==> src/rtl/nmi_gate_pkg.sv <==
package nmi_gate_pkg;
  // state held by the sequencer
  typedef struct packed {
    logic pending;
    logic in_svc;
    logic req;
  } nmi_seq_t;

  localparam nmi_seq_t SEQ_RESET = '{pending: 1'b0, in_svc: 1'b0, req: 1'b0};
endpackage

==> src/rtl/nmi_edge_sync.sv <==
module nmi_edge_sync #(
  parameter int STAGES = 2
) (
  input  logic clk,
  input  logic rst,
  input  logic raw_i,
  output logic rise_o
);
  logic [STAGES-1:0] chain_q;
  logic              last_q;

  generate
    if (STAGES == 1) begin : g_one
      always_ff @(posedge clk) begin
        if (rst) chain_q <= '0;
        else     chain_q <= raw_i;
      end
    end else begin : g_many
      always_ff @(posedge clk) begin
        if (rst) chain_q <= '0;
        else     chain_q <= {chain_q[STAGES-2:0], raw_i};
      end
    end
  endgenerate

  always_ff @(posedge clk) begin
    if (rst) last_q <= 1'b0;
    else     last_q <= chain_q[STAGES-1];
  end

  assign rise_o = chain_q[STAGES-1] & ~last_q;


  single_pulse_chk: assert property (@(posedge clk) disable iff (rst)
    rise_o |=> !rise_o);
endmodule

==> src/rtl/nmi_port_reg.sv <==
module nmi_port_reg #(
  parameter int          ADDR_W    = 16,
  parameter int          DATA_W    = 8,
  parameter logic [15:0] PORT_ADDR = 16'h0070
) (
  input  logic              clk,
  input  logic              rst,
  input  logic              wr_i,
  input  logic [ADDR_W-1:0] addr_i,
  input  logic [DATA_W-1:0] wdata_i,
  output logic              mask_d_o,
  output logic              mask_o,
  output logic [DATA_W-2:0] index_o
);
  localparam int MASK_BIT = DATA_W - 1;
  localparam int IDX_W    = DATA_W - 1;

  logic             hit;
  logic             mask_q;
  logic [IDX_W-1:0] index_q;
  logic [IDX_W-1:0] index_d;

  always_comb begin
    hit      = wr_i && (addr_i == PORT_ADDR[ADDR_W-1:0]);
    mask_d_o = hit ? wdata_i[MASK_BIT]    : mask_q;
    index_d  = hit ? wdata_i[IDX_W-1:0]   : index_q;
  end

  always_ff @(posedge clk) begin
    if (rst) begin
      mask_q  <= 1'b1;
      index_q <= '0;
    end else begin
      mask_q  <= mask_d_o;
      index_q <= index_d;
    end
  end

  assign mask_o  = mask_q;
  assign index_o = index_q;


  mask_load_chk: assert property (@(posedge clk) disable iff (rst)
    (wr_i && addr_i == PORT_ADDR[ADDR_W-1:0]) |=> (mask_q == $past(wdata_i[MASK_BIT])));

  other_port_chk: assert property (@(posedge clk) disable iff (rst)
    (wr_i && addr_i != PORT_ADDR[ADDR_W-1:0]) |=> ($stable(mask_q) && $stable(index_q)));
endmodule

==> src/rtl/nmi_seq.sv <==
module nmi_seq
  import nmi_gate_pkg::*;
(
  input  logic clk,
  input  logic rst,
  input  logic rise_i,
  input  logic mask_d_i,
  input  logic mask_i,
  input  logic ack_i,
  input  logic iret_i,
  output logic req_o,
  output logic pending_o,
  output logic in_svc_o
);
  nmi_seq_t st_q, st_d;
  logic     taken;

  always_comb begin
    st_d  = st_q;
    taken = ack_i && st_q.req;
    if (taken) begin
      st_d.pending = 1'b0;
      st_d.in_svc  = 1'b1;
    end else if (iret_i && st_q.in_svc) begin
      st_d.in_svc  = 1'b0;
    end
    if (rise_i) st_d.pending = 1'b1;
    st_d.req = st_d.pending && !st_d.in_svc && !mask_d_i;
  end

  always_ff @(posedge clk) begin
    if (rst) st_q <= SEQ_RESET;
    else     st_q <= st_d;
  end

  assign req_o     = st_q.req;
  assign pending_o = st_q.pending;
  assign in_svc_o  = st_q.in_svc;


  mask_blocks_chk: assert property (@(posedge clk) disable iff (rst)
    mask_i |-> !req_o);

  svc_blocks_chk: assert property (@(posedge clk) disable iff (rst)
    in_svc_o |-> !req_o);

  stray_ack_chk: assert property (@(posedge clk) disable iff (rst)
    (ack_i && !req_o && !in_svc_o && !iret_i) |=> !in_svc_o);

  ack_enter_chk: assert property (@(posedge clk) disable iff (rst)
    (ack_i && req_o) |=> in_svc_o);

  svc_exit_chk: assert property (@(posedge clk) disable iff (rst)
    $fell(in_svc_o) |-> $past(iret_i));

  stray_iret_chk: assert property (@(posedge clk) disable iff (rst)
    (iret_i && !in_svc_o && !ack_i && !rise_i) |=> ($stable(pending_o) && !in_svc_o));

  latch_in_svc_chk: assert property (@(posedge clk) disable iff (rst)
    (rise_i && in_svc_o) |=> pending_o);
endmodule

==> src/rtl/nmi_gate.sv <==
module nmi_gate #(
  parameter int          ADDR_W      = 16,
  parameter int          DATA_W      = 8,
  parameter logic [15:0] PORT_ADDR   = 16'h0070,
  parameter int          SYNC_STAGES = 2
) (
  input  logic              clk,
  input  logic              rst,
  input  logic              io_wr,
  input  logic [ADDR_W-1:0] io_addr,
  input  logic [DATA_W-1:0] io_wdata,
  input  logic              nmi_raw,
  input  logic              nmi_ack,
  input  logic              nmi_iret,
  output logic              nmi_req,
  output logic [DATA_W-2:0] cmos_index,
  output logic              nmi_masked,
  output logic              nmi_in_service,
  output logic              nmi_pending
);
  logic rise;
  logic mask_d;

  nmi_edge_sync #(.STAGES(SYNC_STAGES)) u_sync (
    .clk    (clk),
    .rst    (rst),
    .raw_i  (nmi_raw),
    .rise_o (rise)
  );

  nmi_port_reg #(
    .ADDR_W    (ADDR_W),
    .DATA_W    (DATA_W),
    .PORT_ADDR (PORT_ADDR)
  ) u_port (
    .clk      (clk),
    .rst      (rst),
    .wr_i     (io_wr),
    .addr_i   (io_addr),
    .wdata_i  (io_wdata),
    .mask_d_o (mask_d),
    .mask_o   (nmi_masked),
    .index_o  (cmos_index)
  );

  nmi_seq u_seq (
    .clk       (clk),
    .rst       (rst),
    .rise_i    (rise),
    .mask_d_i  (mask_d),
    .mask_i    (nmi_masked),
    .ack_i     (nmi_ack),
    .iret_i    (nmi_iret),
    .req_o     (nmi_req),
    .pending_o (nmi_pending),
    .in_svc_o  (nmi_in_service)
  );


  reset_state_chk: assert property (@(posedge clk)
    $past(rst) |-> (nmi_masked && !nmi_req && !nmi_pending && !nmi_in_service));
endmodule

==> config.mk <==
export PLATFORM = sky130hd
export DESIGN_NAME = nmi_gate
export DESIGN_NICKNAME = d
export VERILOG_FILES = /design/src/rtl/nmi_gate_pkg.sv /design/src/rtl/nmi_edge_sync.sv /design/src/rtl/nmi_port_reg.sv /design/src/rtl/nmi_seq.sv /design/src/rtl/nmi_gate.sv
export SDC_FILE = /design/constraint.sdc
export NUM_CORES = 1
export LEC_CHECK = 0
export ABC_AREA = 1
export CORE_MARGIN = 1
export CORE_UTILIZATION = 37
export CTS_CLUSTER_SIZE = 8
export DETAILED_ROUTE_END_ITERATION = 12
export HOLD_SLACK_MARGIN = 0.1
export PLACE_DENSITY = 0.75
export SETUP_SLACK_MARGIN = 0.5
export SLEW_MARGIN = 20
export SYNTH_ARGS = -nofsm -noshare
export SYNTH_HDL_FRONTEND = slang
export SYNTH_HIERARCHICAL = 1
export SYNTH_SLANG_ARGS = --single-unit
==> constraint.sdc <==
create_clock -name clk -period 1.5 [get_ports clk]
set_input_delay 0.375 -clock clk [delete_from_list [all_inputs] [get_ports clk]]
set_output_delay 0.375 -clock clk [all_outputs]
set_load 0.01 [all_outputs]
==> key figures, run 1 <==
CTS
  – TritonCTS clock tree: built
  – Clk root buf: clkbuf_4
  – Max H-tree Level: 1
  – Sink Count: 14
  – Max clock buf depth: 2
  – Clk slew on worst S/H paths: about 0.090 ns
  – Clk Latency, worst-skew pair: roughly 0.28 ns
  – Num CTS Buffers: 3

Yosys
  – Synth top area share: 37.71%
  – Yosys reg bits: 14
  – Syn avg cell area: about 6.6 µm²
  – Area leader, netlist: dfxtp_1
  – Synth area leaders: dfxtp_1 (38%), inv_1 (17%), nand2_1 (12%)
  – Most common flop cell mapped by yosys: dfxtp_1
  – EDFF count, synth: 0
  – Syn Std Cell Area: 743.2 µm²
  – Synth cell count leaders: inv_1 (33), nand2_1 (23), nor2_1 (20), dfxtp_1 (14), nand4_1 (8)
  – Post-synthesis sequential area ratio: between 30% and 40%
  – Synth async-reset ratio: 0%
  – Synth Warn #: 6
  – Post-Synthesis Cells: between 100 and 150
  – Most frequent cell after synthesis: inv_1
  – Distinct cells, synth: 16
  – Syn nets: ~140

Setup path
  – Worst R2R Setup Slack: just over 0.6 ns
  – Crit Path Category: flip-flop to output port
  – Critical Path Start: u_port/index_o[0]
  – Worst-case reg-to-reg path depth: 5
  – WP buf/inv: 1
  – Setup crit start kind: flip-flop
  – Setup crit end: cmos_index[0]
  – Max stage delay on crit path: 0.34 ns
  – Critical Path Stages: 1
  – R2R Path Start: u_port/mask_o
  – CP Capture Type: output port
  – CP max stage cell: dfxtp_2
  – R2R Path End: u_seq/req_o
  – Worst-path maximum fanout: 2
  – CP Data Arrival Time: ~0.73 ns
  – CP cell instances: buf_6
  – Top delay family on crit path: flip-flops
  – Required time of the critical path: ~1.1 ns

STA
  – Final period util: roughly three quarters
  – Clock Skew: about 0.0022 ns
  – Fin crit period: 1.107 ns
  – Final hold violations: 0
  – Final Max Tran Viols: 0
  – RSZ-0062 raised after global routing: yes
  – Slew at the pin closest to its max-slew limit: ~0.22 ns
  – Worst Hold Slack: between 0.4 and 0.5 ns
  – Relative slew margins: 85.27%
  – Final Setup Violations: 0
  – Max Fclk: approximately 900 MHz

Detailed routing
  – Final wirelength: roughly 1900 µm
  – Vias per inst: 4.404
  – Detailed-route via count: 828
  – Drt first pass iters: 4
  – Routed WL per cell: just over 10 µm
  – 1st-iter DRT viols: 32
  – DRC: 0
  – Detail Route Antenna Nets: 0

Hold path
  – Hold path start: u_sync/chain_q[0]
  – Hold crit path type: flip-flop to flip-flop
  – Hold Path Depth: 2

Layout
  – Layout area overhead: 76.60%
  – Final nets: between 150 and 200
  – Share of layout cells above drive strength 1: between 40% and 50%
  – Core Util, Final: between 70% and 80%
  – Final cell count without fillers: ~190
  – Finished Cell Area: about 0.0013 mm²
  – Antenna diodes: 0

Global routing
  – Overall routing resource usage: between 20% and 30%
  – First-pass GRT wire length: a little over 3000 µm
  – Vias in the first global route: ~800
  – Antenna violations before repair: 0
  – Largest net degree at the start of global routing: 9
  – GR Overflow Total: 0

Power
  – Pwr Total: between 0.0007 and 0.0008 W
  – Internal power: between 0.0005 and 0.0006 W
  – Clk pwr share: 35.3%
  – Power share of the combinational group: between 10% and 20%
  – Static Leak: between 0.6 and 0.7 nW
  – Power density cells: roughly 590 mW/mm²
  – Max VDD drop: 0.0004879 V
  – Sequential share of power: ~50%
  – Net Sw Frac: about 23%
  – P_sw: about 0.00018 W

Floorplan
  – Die Y: approximately 47 µm
  – Initial core utilization: 41.25%
  – Die area: roughly 0.0022 mm²
  – Die W: 46.82 µm
  – Core ar.: 0.001802 mm²
  – Row Count: 15
  – I/O pin count: 41

Place
  – IO Port Bufs: 40
  – Routability cong.: between 0.7 and 0.8
  – Placed insts: between 150 and 200
  – Hpwl dp: 1353 µm
  – Dpl cell area: approximately 0.0012 mm²

Outcome
  – Outcome: finished, final reports clean

Run
  – Max-cap violations: 0
-- state kept, by name, indices dropped and copies added, names as in the netlist --
register,count
u_seq/pending_o,1
u_port/mask_o,1
u_sync/chain_q,2
u_seq/req_o,1
u_sync/last_q,1
u_seq/in_svc_o,1
u_port/index_o,7
-- cell families (layout without fill, tap and decap cells) --
kind of cell | Yosys count | count (layout) | share of synthesized area (%)
and+or+nand+nor | 64 | 64 | 44.28
DFF | 14 | 14 | 37.71
buffers and inverters | 34 | 84 | 17.34
AOI/OAI and AO/OA | 1 | 1 | 0.6728
-- what timing repair did --
action                                  4_1_cts  5_1_grt
cloned                                        0        0
resized for setup                           130       18
pin swaps                                    27       18
endpoints found under the setup margin       20       19
hold buffers                                  0        0
buffers inserted                              5        0
-- area by class of cell --
cell class,count,area (µm²)
fillers,147,489.2
repair buffers,47,445.4
multi-input cells,65,381.6
flip-flops and latches,14,294.0
inverters,33,123.9
clock buffers,4,36.28
well taps,25,31.28
-- metrics by stage --
stage,TNS [ns],worst slack [ns]
6_report,0,0.3926
5_1_grt,0,0.3527
4_1_cts,0,0.3815
3_5_place_dp,-1.528,-0.2150
3_3_place_gp,-1.315,-0.1694
2_1_floorplan,0,0.2873
-- worst min path at each step --
stage / end / slack, ns
6_report: u_sync/chain_q[1] / 0.42
5_1_grt: u_sync/chain_q[1] / 0.45
4_1_cts: u_sync/chain_q[1] / 0.42
3_5_place_dp: u_sync/chain_q[1] / 0.41
3_3_place_gp: u_sync/chain_q[1] / 0.40
2_1_floorplan: u_sync/chain_q[1] / 0.39
-- power groups by stage --
stage                     Combinational, W  Clock [W]  Sequential [W]
after detailed placement          0.000132          0        0.000386
after global placement            0.000130          0        0.000386
after CTS                         0.000117   0.000288        0.000378
after floorplan                  0.0000389          0        0.000387
final                             0.000124   0.000274        0.000378
after global routing              0.000136   0.000303        0.000378
-- metal layers --
metal  share of wire, %  vias to the layer above  track usage [%]
met3                5.6                        2            6.538
met2                 53                       32            34.72
met4               0.47                        0            9.714
li1                   -                      429                -
met1                 41                      365            22.09
met5                  0                        -                0
-- placed cells by master, fill, tap and decap left out, types with 2 or more instances in the layout --
master,count
nand2_2,11
clkdlybuf4s50_1,11
buf_2,6
buf_4,4
nor2_1,17
buf_6,18
inv_1,29
nor2_4,2
nor2_2,4
dfxtp_2,11
clkbuf_4,3
dlygate4sd2_1,2
clkbuf_2,3
nand3_2,2
nand3_4,2
nand4_1,8
clkdlybuf4s15_1,2
nand2_1,14
dfxtp_1,3
inv_2,4
Power figures use the tool's default switching activity.
==> run 2: changes to the inputs <==
Settings changed: CORE_UTILIZATION 37 to 34, PLACE_DENSITY 0.75 to 0.73.
Clock period 1.5 ns to 0.9 ns, I/O delays scaled along.
==> run 2 against run 1 <==
Against the previous run: the flow now finishes with violations (negative setup slack); largest cell class unchanged; register-to-register slack worse by 0.60 ns; total power up 67%; global-route usage is 3.8 points lower; largest power group unchanged.
==> key figures, run 2 (same netlist as run 1, synthesis figures left out) <==
Setup path
  – Max stage delay on crit path: approximately 0.34 ns
  – CP Capture Type: output port
  – WP buf/inv: 1
  – R2R Path End: u_seq/req_o
  – Crit Path Category: flip-flop to output port
  – Worst-case reg-to-reg path depth: 5
  – CP cell instances: buf_6
  – CP Data Arrival Time: 0.73 ns
  – Worst-path maximum fanout: 2
  – Top delay family on crit path: flip-flops
  – Required time of the critical path: approximately 0.67 ns
  – R2R Path Start: u_port/mask_o
  – CP max stage cell: dfxtp_2
  – Worst R2R Setup Slack: roughly 0.01 ns
  – Setup crit start kind: flip-flop

Power
  – Clk pwr share: 35.0%
  – Max VDD drop: 0.0008334 V
  – Power density cells: about 950 mW/mm²
  – Net Sw Frac: 23.61%
  – Sequential share of power: between 40% and 50%
  – Static Leak: between 0.6 and 0.7 nW
  – Pwr Total: ~0.0013 W
  – Internal power: 0.0009898 W
  – P_sw: 0.0003059 W
  – Power share of the combinational group: ~16%

CTS
  – Num CTS Buffers: 3
  – Max H-tree Level: 1
  – Sink Count: 14
  – Clk root buf: clkbuf_4
  – Cts hold-fix bufs: 0
  – Clk slew on worst S/H paths: about 0.09 ns
  – Clk Latency, worst-skew pair: ~0.27 ns
  – TritonCTS clock tree: built
  – Max clock buf depth: 2

Detailed routing
  – Detailed-route via count: approximately 850
  – Vias per inst: about 4.4
  – Detail Route Antenna Nets: 0
  – Drt first pass iters: 4
  – Routed WL per cell: a little under 10 µm
  – DRC: 0
  – 1st-iter DRT viols: 14
  – Final wirelength: ~1900 µm

Outcome
  – Outcome: complete, but fails checks
  – Violated checks: negative setup slack

Layout
  – Number of flip-flops in the largest register: 7
  – Final cell count without fillers: approximately 190
  – Layout area overhead: 83.17%
  – Final nets: 198
  – Core Util, Final: approximately two thirds
  – Share of layout cells above drive strength 1: between 50% and 60%
  – Commonest non-fill, non-tap cell in the layout: inv_1
  – Most frequent cells in the layout: inv_1 (23), buf_6 (18), nand2_1 (14)
  – Antenna diodes: 0

STA
  – Clock Skew: 0.0007273 ns
  – Setup ws final: -0.05297 ns
  – Max Fclk: 1049 MHz
  – Final period util: 105.9%
  – Slew at the pin closest to its max-slew limit: 0.1691 ns
  – Final Setup Violations: 12
  – Final hold violations: 0
  – RSZ-0062 raised after global routing: yes
  – Final Max Tran Viols: 0
  – Relative slew margins: 88.70%
  – Fin crit period: 0.9530 ns
  – Fin Setup TNS: -0.4997 ns

Global routing
  – Largest net degree at the start of global routing: 9
  – GR Overflow Total: 0
  – Overall routing resource usage: between 10% and 20%
  – Antenna violations before repair: 0
  – Vias in the first global route: between 700 and 800
  – First-pass GRT wire length: about 3000 µm

Place
  – Hpwl dp: 1280 µm
  – Routability cong.: 0.7715
  – IO Port Bufs: 40
  – Placed insts: 182
  – Pre-CTS WS: -0.6484 ns

Floorplan
  – Die area: 0.002377 mm²
  – Die W: slightly below 50 µm
  – Initial core utilization: a little under two fifths
  – Die Y: 48.76 µm
  – I/O pin count: slightly above 40
  – Row Count: 16
  – Core ar.: about 0.0020 mm²

Hold path
  – Hold Path Depth: 3
  – Min-Delay Endpoint: u_seq/in_svc_o
  – Hold path start: rst
  – Hold crit path type: primary input to flip-flop

Run
  – Max-cap violations: 0
[run 2: changes by cell type in the layout (fill, tap and decap cells not counted), sizes merged]
| cell | before | now |
|---|---|---|
| buf | 29 | 34 |
| clkdlybuf4s50 | 11 | 8 |
| clkbuf | 7 | 8 |
| dlygate4sd2 | 2 | 3 |
[run 2: final cells by class]
cell class,instances,area [µm²]
Tap cell,27,33.78
Inverter,33,123.9
Multi-Input combinational cell,65,412.9
Sequential cell,14,295.3
Fill cell,179,640.6
Clock buffer,4,36.28
Timing Repair Buffer,51,459.2
[run 2: power groups by stage]
| stage | Sequential [W] | Clock (W) | Combinational (W) |
|---|---|---|---|
| floorplan | 0.000645 | 0 | 0.0000649 |
| global placement | 0.000644 | 0 | 0.000220 |
| detailed placement | 0.000644 | 0 | 0.000223 |
| CTS | 0.000630 | 0.000468 | 0.000201 |
| global route | 0.000631 | 0.000487 | 0.000233 |
| finish | 0.000630 | 0.000454 | 0.000212 |
[run 2: layer usage]
layer	part of all wire, %	track usage [%]	routed length (µm)
met1	40	18.34	755
met5	0	0	0
met3	7.3	5.660	139
met2	52	28.70	981
met4	0.95	4.412	18
[run 2: repair_timing]
action	in CTS	in global routing
pin swaps	35	15
buffers inserted	3	5
setup endpoints to repair	25	25
resized for setup	129	31
[run 2: how the worst max path moves through the flow]
stage / from / endpoint / depth (start not counted)
2_1_floorplan: io_addr[1] / u_seq/req_o / 8
3_3_place_gp: io_addr[1] / u_seq/req_o / 9
3_5_place_dp: io_addr[1] / u_port/index_o[4] / 9
4_1_cts: u_seq/req_o / nmi_req / 1
5_1_grt: u_seq/in_svc_o / nmi_in_service / 1
6_report: u_seq/in_svc_o / nmi_in_service / 1
[run 2: through the flow]
step | hold slack [ns] | cell area, µm²
after floorplan | 0.2867 | 773.2
after global placement | 0.4017 | 1237
after detailed placement | 0.4073 | 1237
after CTS | 0.2977 | 1291
after global routing | 0.2380 | 1361
final | 0.2279 | 1361
==> run 3: changes to the inputs <==
Settings changed: CORE_UTILIZATION 34 to 40, MAX_ROUTING_LAYER from default to met4, PLACE_DENSITY 0.73 to 0.81.
Clock period 0.9 ns to 1.2 ns, I/O delays scaled along.
==> run 3 against run 2 <==
Against the previous run: non-clock buffer count is 1 lower; largest cell class unchanged; via count increased by 0.94%; sequential power decreased by 25%; clock power down 24%; count of clock-buffer cells in the layout unchanged; the run now ends clean; first-iteration DRC count grew 21%; wire length increased by 11%; largest power group unchanged.
==> key figures, run 3 (same netlist as run 1, synthesis figures left out) <==
Global routing
  – Antenna violations before repair: 0
  – Overall routing resource usage: around a quarter
  – Vias in the first global route: 841
  – Largest net degree at the start of global routing: 9
  – First-pass GRT wire length: roughly 3400 µm
  – GR Overflow Total: 0

Setup path
  – Top delay family on crit path: flip-flops
  – Worst-case reg-to-reg path depth: 5
  – Critical Path Start: u_seq/in_svc_o
  – R2R Path End: u_seq/req_o
  – Setup crit start kind: flip-flop
  – CP cell instances: buf_6
  – Critical Path Stages: 1
  – CP max stage cell: dfxtp_2
  – Worst-path maximum fanout: 2
  – R2R Path Start: u_port/mask_o
  – Setup crit end: nmi_in_service
  – Crit Path Category: flip-flop to output port
  – CP Capture Type: output port
  – CP Data Arrival Time: approximately 0.74 ns
  – WP buf/inv: 1
  – Worst R2R Setup Slack: 0.33 ns
  – Required time of the critical path: 0.90 ns
  – Max stage delay on crit path: between 0.3 and 0.4 ns

STA
  – Final period util: between 80% and 90%
  – Final Max Tran Viols: 0
  – Final hold violations: 0
  – Relative slew margins: 89.68%
  – Slew at the pin closest to its max-slew limit: 0.1545 ns
  – Fin crit period: approximately 1.0 ns
  – Max Fclk: a little under 1000 MHz
  – Setup ws final: 0.1598 ns
  – RSZ-0062 raised after global routing: yes
  – Clock Skew: about 0.0027 ns
  – Final Setup Violations: 0

CTS
  – Sink Count: 14
  – Clk root buf: clkbuf_4
  – Clk Latency, worst-skew pair: approximately 0.28 ns
  – Max H-tree Level: 1
  – Max clock buf depth: 2
  – Cts hold-fix bufs: 0
  – Num CTS Buffers: 3
  – Clk slew on worst S/H paths: approximately 0.09 ns
  – TritonCTS clock tree: built

Run
  – Max-cap violations: 0

Hold path
  – Hold crit path type: primary input to flip-flop

Place
  – Routability cong.: 0.7992
  – Hpwl dp: ~1500 µm
  – Pre-CTS WS: -0.4185 ns
  – IO Port Bufs: 40

Power
  – Static Leak: 0.6818 nW
  – Max VDD drop: 0.0007542 V
  – Power density cells: around 720 mW/mm²

Layout
  – Layout area overhead: 83.00%
  – Layout fillers: between 100 and 150
  – Commonest non-fill, non-tap cell in the layout: inv_1
  – Number of flip-flops in the largest register: 7
  – Core Util, Final: 78.77%
  – Antenna diodes: 0
  – Final nets: ~200
  – Most frequent cells in the layout: inv_1 (27), buf_6 (21), nor2_1 (17)
  – Share of layout cells above drive strength 1: between 40 and 50%

Detailed routing
  – Final wirelength: ~2100 µm
  – Detail Route Antenna Nets: 0
  – Detailed-route via count: 860
  – Vias per inst: 4.503
  – Routed WL per cell: 10.99 µm
  – DRC: 0
  – Drt first pass iters: 6
  – 1st-iter DRT viols: 17

Floorplan
  – Die W: roughly 45 µm
  – Initial core utilization: a little over two fifths
  – I/O pin count: about 40
  – Core ar.: roughly 0.0017 mm²
  – Die area: just over 0.002 mm²
  – Die Y: ~45 µm
  – Row Count: 15

Outcome
  – Outcome: finished, final reports clean
run 3: cell count changes in the layout (fill, tap and decap cells not counted), sizes merged:
cell / previous run / this run
clkbuf: 8 / 4
clkdlybuf4s15: 2 / 5
clkdlybuf4s50: 8 / 9
dlygate4sd2: 3 / 2
run 3: how the worst min path moves through the flow:
stage | to | depth (start not counted) | slack (ns) | start
final | u_seq/in_svc_o | 3 | 0.40 | rst
after global routing | u_port/mask_o | 3 | 0.42 | rst
after floorplan | u_seq/in_svc_o | 1 | 0.37 | rst
after detailed placement | u_sync/chain_q[1] | 2 | 0.41 | u_sync/chain_q[0]
after global placement | u_sync/chain_q[1] | 2 | 0.40 | u_sync/chain_q[0]
after CTS | u_port/mask_o | 7 | 0.39 | io_addr[15]
run 3: timing repair:
item,4_1_cts,5_1_grt
resized for setup,144,13
endpoints found under the setup margin,25,25
endpoints found under the hold margin,0,0
setup buffers,4,2
pin swaps,46,25
run 3: power breakdown:
group	total [W]	internal, W	switching, W
Clock	0.000347	0.000185	0.000162
Sequential	0.000472	0.000470	0.00000206
Combinational	0.000161	0.0000935	0.0000677
Total	0.000980	0.000748	0.000232
run 3: layout make-up:
class                           instances  area (µm²)  area share [%]
Inverter                               33       123.9           9.108
Clock buffer                            4       36.28           2.668
Timing Repair Buffer                   50       484.2           35.60
Tap cell                               25       31.28           2.300
Multi-Input combinational cell         65       390.4           28.70
Sequential cell                        14       294.0           21.62
run 3: worst reg2reg max path, cell delays in order (launching register included):
cell,delay [ns]
dfxtp_2,0.33
buf_4,0.13
nand2_2,0.07
nand2_1,0.05
nand3b_1,0.16
nor2_2,0.07
run 3: per-layer routing:
| metal | track usage (%) | up-vias | routed length (µm) |
|---|---|---|---|
| li1 | - | 435 | - |
| met1 | 23.57 | 402 | 815 |
| met2 | 42.32 | 21 | 1183 |
| met3 | 4.800 | 2 | 78 |
| met4 | 10.91 | 0 | 23 |
| met5 | - | - | 0 |
run 3: per-stage QoR:
stage	std cells	TNS (ns)	instance area, µm²	hold slack, ns	power [W]
2_1_floorplan	113	0	760.7	0.3691	0.0005320
6_report	191	0	1360	0.3973	0.0009801
3_3_place_gp	181	-3.285	1217	0.3959	0.0006488
4_1_cts	189	0	1318	0.3923	0.0009823
5_1_grt	191	0	1360	0.4218	0.001025
3_5_place_dp	181	-3.436	1217	0.4132	0.0006530
